`config.mk`:
```
export PLATFORM = sky130hd
export DESIGN_NAME = tc_lane_check
export DESIGN_NICKNAME = d
export VERILOG_FILES = /design/src/rtl/tc_pkg.sv /design/src/rtl/tc_lane_check.sv
export SDC_FILE = /design/constraint.sdc
export NUM_CORES = 1
export LEC_CHECK = 0
export BUFFER_PORTS_ARGS = -buffer_cell sky130_fd_sc_hd__clkbuf_2
export CAP_MARGIN = 20
export CELL_PAD_IN_SITES_DETAIL_PLACEMENT = 1
export CELL_PAD_IN_SITES_GLOBAL_PLACEMENT = 1
export CORE_MARGIN = 4
export CORE_UTILIZATION = 36
export DETAILED_ROUTE_END_ITERATION = 7
export PLACE_DENSITY = 0.9
export SLEW_MARGIN = 5
export SYNTH_ARGS = -nofsm -noshare
export SYNTH_HDL_FRONTEND = slang
export SYNTH_SLANG_ARGS = --single-unit
```
`constraint.sdc`:
```
create_clock -name clk -period 3.2 [get_ports clk]
set_clock_uncertainty 0.2 [all_clocks]
set_input_delay 0.64 -clock clk [delete_from_list [all_inputs] [get_ports clk]]
set_output_delay 0.64 -clock clk [all_outputs]
set_load 0.005 [all_outputs]
```
`src/rtl/tc_pkg.sv`:
```
package tc_pkg;
  // Sample word layout (fixed by the sender's pattern format)
  localparam int WORD_W  = 64;
  localparam int WC_W    = 32;           // word number,  bits [31:0]
  localparam int BC_W    = 27;           // burst number, bits [58:32]
  localparam int ID_W    = WORD_W - BC_W - WC_W;  // lane identifier, bits [63:59]

  // Check indices within a lane's flag/counter group
  localparam int NUM_CHK   = 4;
  localparam int CHK_ID    = 0;
  localparam int CHK_ORDER = 1;
  localparam int CHK_BURST = 2;
  localparam int CHK_SKEW  = 3;

  typedef struct packed {
    logic [ID_W-1:0] id;
    logic [BC_W-1:0] bc;
    logic [WC_W-1:0] wc;
  } sample_t;
endpackage

```
`src/rtl/tc_lane_check.sv`:
```
// Per-lane checks against the lane's own last good word and its neighbour.
module tc_lane_check
  import tc_pkg::*;
#(
  parameter logic [ID_W-1:0] EXP_ID  = '0,
  parameter bit              HAS_NBR = 1'b1
) (
  input  logic                clk,
  input  logic                rst_n,
  input  logic                clr,
  input  logic                take,      // accepted beat (valid and not clear)
  input  logic                sob,
  input  sample_t             word,
  input  logic [BC_W-1:0]     nbr_bc,
  input  logic [WC_W-1:0]     nbr_wc,
  output logic [NUM_CHK-1:0]  err_hit
);
  logic            has_ref_q, has_ref_d;
  logic [WC_W-1:0] ref_wc_q,  ref_wc_d;
  logic [BC_W-1:0] ref_bc_q,  ref_bc_d;
  logic            ref_en;

  logic id_bad, ord_bad, bst_bad, skew_bad, any_bad;

  // Check evaluation
  always_comb begin
    id_bad  = (word.id != EXP_ID);
    ord_bad = has_ref_q && !(word.wc > ref_wc_q);
    if (sob) bst_bad = has_ref_q && !(word.bc > ref_bc_q);
    else     bst_bad = has_ref_q && (word.bc != ref_bc_q);
  end

  generate
    if (HAS_NBR) begin : g_nbr
      assign skew_bad = (word.wc != nbr_wc) || (word.bc != nbr_bc);
    end else begin : g_solo
      assign skew_bad = 1'b0;
    end
  endgenerate

  assign any_bad = id_bad | ord_bad | bst_bad | skew_bad;

  always_comb begin
    err_hit            = '0;
    err_hit[CHK_ID]    = take & id_bad;
    err_hit[CHK_ORDER] = take & ord_bad;
    err_hit[CHK_BURST] = take & bst_bad;
    err_hit[CHK_SKEW]  = take & skew_bad;
  end

  // Reference next state
  always_comb begin
    has_ref_d = has_ref_q;
    ref_wc_d  = ref_wc_q;
    ref_bc_d  = ref_bc_q;
    ref_en    = 1'b0;
    if (clr) begin
      has_ref_d = 1'b0;
      ref_wc_d  = '0;
      ref_bc_d  = '0;
      ref_en    = 1'b1;
    end else if (take && !any_bad) begin
      has_ref_d = 1'b1;
      ref_wc_d  = word.wc;
      ref_bc_d  = word.bc;
      ref_en    = 1'b1;
    end
  end

  always_ff @(posedge clk or negedge rst_n) begin
    if (!rst_n) begin
      has_ref_q <= 1'b0;
      ref_wc_q  <= '0;
      ref_bc_q  <= '0;
    end else if (ref_en) begin
      has_ref_q <= has_ref_d;
      ref_wc_q  <= ref_wc_d;
      ref_bc_q  <= ref_bc_d;
    end
  end
endmodule

```
* After elaboration in Yosys (flattened, before gate mapping) *
Index checks and enable logic that the tools add are counted.

word-level totals
  output and inout port bits = 4
  memory bits (writable) = 0
  register bits = 60
  ROM bits = 0
  logic and storage cells = 35
  input bits = 128
  memories = 0
  bits in latches = 0

operators by class
  reduce and logical (&&, ||, !) cells = 11
  shift operators = 0
  order comparisons = 2
  div/mod/pow operators = 0
  multiply operators = 0
  bitwise gates (word level) = 7
  add/sub/neg operators = 0
  muxes and demuxes = 9
  equal/unequal tests = 3

operator list
  operator             number
  $mux W32             2
  $mux W27             2
  $ne A27 B27 Y1       2
  $gt A32 B32 Y1       1
  $ne A32 B32 Y1       1
  $gt A27 B27 Y1       1
  $mux W1              5
  $reduce_bool A5 Y1   1
  $and A1 B1 Y1        4
  $logic_and A1 B1 Y1  4
  $logic_not A1 Y1     3
  $or A1 B1 Y1         3
  $reduce_and A2 Y1    1
  $reduce_bool A2 Y1   1
  $logic_or A1 B1 Y1   1

* Logic depth before layout (Yosys ltp) *
  word-level depth = 11
  gate-level depth with buffers = 11
  depth with buffers taken out = 9

* Worst setup path after synthesis *
Ideal clock, no wire load.

  kind = input to output
  start point = in word[46] (netlist name)
  end point = out err_hit[2]
  buffers on the path = 1
  data required time = 2.360 ns
  slack = -0.237 ns
  data arrival time = 2.597 ns
  stages on the path = 8
  path through = ha_1 > nand4_1 > or4_1 > nor4_2 > xnor2_1 > o2bb2ai_1 > clkbuf_1 > and2_1

on the way
  word-level cells in the longest chain between the ends = 5
  elaborated cells on any way between the ends = 7
  those cells by class = order compare (1); eq/ne (1); mux (1); bitwise (1); reduce/logical (3)

ends and longest elaborated chain
  what                 RTL line             text
  start: declaration   tc_lane_check.sv:13  input sample_t word,
  $gt A27 B27 Y1       tc_lane_check.sv:29  if (sob) bst_bad = has_ref_q && !(word.bc > ref_bc_q);
  $logic_not A1 Y1     tc_lane_check.sv:29
  $logic_and A1 B1 Y1  tc_lane_check.sv:29
  $mux W1 (*)          tc_lane_check.sv:29
  $and A1 B1 Y1 (*)    tc_lane_check.sv:47  err_hit[CHK_BURST] = take & bst_bad;
  end: declaration     tc_lane_check.sv:16  output logic [NUM_CHK-1:0] err_hit

Mark *: on every way between the ends. The rest lies on a longest branch, timed or not.

* Worst setup path after layout *
  start point = in word[38] (netlist name)
  end point = out err_hit[2]

The elaborated chain is that of the path after synthesis.

==> qor.tcl <==
set qor(status) {finished with violations}
set qor(violations) {setup timing}
set qor(antenna_cells) 0
set qor(gp_routability_congestion) 0.845
set qor(synth_async_sr_flop_share_pct) 100
set qor(route.detailed.wl_per_inst_um) 32.3
set qor(cts_max_path_buffers) 2
set qor(total_routed_length_um) 31400
set qor(cellLeakagePower_nw) 3.22
set qor(drcViolationCount) 0
set qor(synth-seq-cells) 60
set qor(synth_edf_count) 0
set qor(most_frequent_cells_after_synthesis) {82 x sky130_fd_sc_hd__a21oi_1, 72 x sky130_fd_sc_hd__nand4_1, 62 x sky130_fd_sc_hd__inv_1}
set qor(max_slew.worst_pin.slew_ns) 0.737
set qor(place_hpwl_um) 15800
set qor(sequential_cell_area_um2) 1500
set qor(core_um2) 13500
set qor(detail-route-antenna-nets) 0
set qor(initialDrtViolationCount) 897
set qor(final_cell_area_um2) 7590
set qor(clk_latency_ns) 0.36
set qor(synthMostInstantiatedCell) {sky130_fd_sc_hd__a21oi_1}
set qor(fin_crit_ns) 3.66
set qor(max_slew_violations) 0
set qor(ir_drop_v) 0.000228
set qor(unrepaired_setup_endpoints_after_global_routing) {true}
set qor(hold_vio_cnt_final) 0
set qor(regToRegStartpoint) {ref_wc_q[13]$_DFFE_PN0P_}
set qor(overflow) 0
set qor(routed_via_density) 6.87
set qor(placement.cell_area_um2) 6530
set qor(pin_count) 132
set qor(num_rows) 42
set qor(timing.reg2reg.worst_path_depth) 12
set qor(max_clock_freq_mhz) 273
set qor(global_route_wire_length_before_repair_um) 37200
set qor(synth.yosys.seq_area_share_pct) 29.8
set qor(ys_types) 41
set qor(rrSetupSlack_ns) -0.30
set qor(number_of_warnings_issued_by_yosys) 0
set qor(mappedNetlistArea_um2) 5040
set qor(die_w_um) 126
set qor(critPathMaxFanout) 3
set qor(post-synth-top-area-cell) {sky130_fd_sc_hd__dfrtp_1}
set qor(cap_viol_max_count) 0
set qor(syn_area_per_cell_um2) 8.58
set qor(numCtsBuffers) 9
set qor(layout.filler_cells) 1562
set qor(worstPathRequired_ns) 2.36
set qor(crit_start_category) {primary input}
set qor(cts_tree) {done}
set qor(dr.pass1.iters) 7
set qor(final_layout_size_suffix_gt1_share_pct) 41.1
set qor(final-setup-viol-count) 62
set qor(final_net_count) 980
set qor(crit-reg2reg-capture) {ref_wc_q[2]$_DFFE_PN0P_}
set qor(post-place-cells) 938
set qor(cts-htree-levels) 3
set qor(timing.critical_path.to_type) {primary output}
set qor(power_density_nw_per_um2) 320
set qor(grt_overall_usage_pct) 29.8
set qor(yosys.area.top_type_share_pct) 29.8
set qor(min_path_type) {in -> async}
set qor(clock_slew_at_reported_path_ffs_ns) 0.05
set qor(fin_tns_setup_ns) -7.96
set qor(grt_start_max_net_pins) 61
set qor(timing.slew.headroom_pct) 50.9
set qor(synthToLayoutAreaGrowth_pct) 50.5
set qor(mappedNetlistNets) 775
set qor(finalWorstSetupSlack_ns) -0.459
set qor(data_arrival_time_at_the_worst_slack_endpoint_ns) 2.82
set qor(dieHeight_um) 126
set qor(floorplan.initialDensity_pct) 37.3
set qor(routed-via-count) 6696
set qor(setup_slack_after_placement_ns) -0.277
set qor(cts_num_sinks) 60
set qor(antenna_found_initial) 0
set qor(post_synth_main_area_contributors) {sky130_fd_sc_hd__dfrtp_1 30%, sky130_fd_sc_hd__ha_1 15%, sky130_fd_sc_hd__xor2_1 10%, sky130_fd_sc_hd__nand4_1 8.9%, sky130_fd_sc_hd__o31ai_1 8.8%}
set qor(finish.cell_count_without_fillers) 974
set qor(worst-setup-path-type) {in -> out}
set qor(post-route-period-util_pct) 114
set qor(syn_inst) 588
set qor(port-buffer-count) 131
set qor(synth_flop_cell) {sky130_fd_sc_hd__dfrtp_1}
set qor(cts.root.buffer_cell) {sky130_fd_sc_hd__clkbuf_16}
set qor(grt_pass1_vias) 6677
set qor(postCtsHoldBufs) 0
set qor(multiInputGateArea_um2) 3620
set qor(die-area_um2) 16000
==> layout by cell type, fill, tap and decap left out, types with 26 or more instances in the layout <==
cell	synthesis	final
sky130_fd_sc_hd__o31ai_1	59	28
sky130_fd_sc_hd__ha_1	59	47
sky130_fd_sc_hd__buf_4	1	90
sky130_fd_sc_hd__o31ai_2	0	26
sky130_fd_sc_hd__dfrtp_1	60	60
sky130_fd_sc_hd__a21oi_1	82	78
sky130_fd_sc_hd__nand4_1	72	72
sky130_fd_sc_hd__inv_1	62	57
sky130_fd_sc_hd__xor2_1	59	59
sky130_fd_sc_hd__clkbuf_2	0	130
==> layer usage <==
layer	global-route usage, %	vias to the layer above	part of all wire (%)
li1	-	2601	-
met1	33.6	3243	34
met2	50.4	615	46
met3	6.01	237	11
met4	21.0	0	9.6
met5	0	-	0
==> worst max-delay path, cell delays in order <==
cell,delay [ns]
sky130_fd_sc_hd__clkbuf_2,0.11
sky130_fd_sc_hd__ha_1,0.35
sky130_fd_sc_hd__a21oi_1,0.19
sky130_fd_sc_hd__o21ai_0,0.28
sky130_fd_sc_hd__a2111oi_2,0.54
sky130_fd_sc_hd__nor3b_1,0.11
sky130_fd_sc_hd__buf_4,0.18
sky130_fd_sc_hd__o2bb2ai_4,0.15
sky130_fd_sc_hd__and2_4,0.17
sky130_fd_sc_hd__buf_6,0.08
==> registers in the layout, indices dropped and copies added, names as in the netlist <==
name	flops
ref_bc_q	27
has_ref_q	1
ref_wc_q	32
==> through the flow <==
step / utilization, % / total power, mW / hold WS [ns]
finish: 56.2 / 2.43 / 0.0915
global route: 56.2 / 2.46 / 0.133
CTS: 52.1 / 2.32 / 0.125
detailed placement: 48.3 / 1.18 / 0.330
global placement: 48.3 / 1.16 / 0.319
floorplan: - / 0.904 / 0.144
==> where the power goes <==
group	switching, mW	internal [mW]	leakage (nW)
combinational	0.292	0.207	2.22
sequential	0.0000000000000000927	0.759	0.839
clock	0.425	0.747	0.162
total	0.717	1.71	3.22
==> cells by family (layout without fill, tap and decap cells) <==
group / count (synthesis) / count (layout) / share of synthesized area [%]
and+or+nand+nor: 136 / 136 / 16.0
buffers and inverters: 106 / 316 / 8.46
AOI/OAI and AO/OA: 167 / 167 / 20.7
xor gates and xnor gates: 60 / 60 / 10.4
adders and majority gates: 59 / 59 / 14.6
DFF: 60 / 60 / 29.8
==> final cells by class <==
| cell class | count | share of cell area (%) |
|---|---|---|
| multi-input combinational | 422 | 47.7 |
| timing repair buffer | 238 | 22.1 |
| sequential | 60 | 19.8 |
| clock buffer | 13 | 3.56 |
| inverter | 62 | 3.07 |
| tap | 176 | 2.90 |
| clock inverter | 3 | 0.890 |
==> what timing repair did <==
action                     CTS  global route
setup endpoints to repair    4            62
cloned                       0             5
pin swaps                    8            17
buffers inserted             6            11
gates resized for setup     19            66
==> worst max path at each step <==
stage,start,to,slack [ns]
2_1_floorplan,word[46],err_hit[2],-0.06
3_3_place_gp,word[46],err_hit[2],-0.17
3_5_place_dp,word[15],ref_wc_q[15]$_DFFE_PN0P_,-0.28
4_1_cts,ref_bc_q[13]$_DFFE_PN0P_,err_hit[2],-0.17
5_1_grt,ref_bc_q[6]$_DFFE_PN0P_,err_hit[2],-0.46
6_report,word[38],err_hit[2],-0.46
Power figures use the tool's default switching activity.
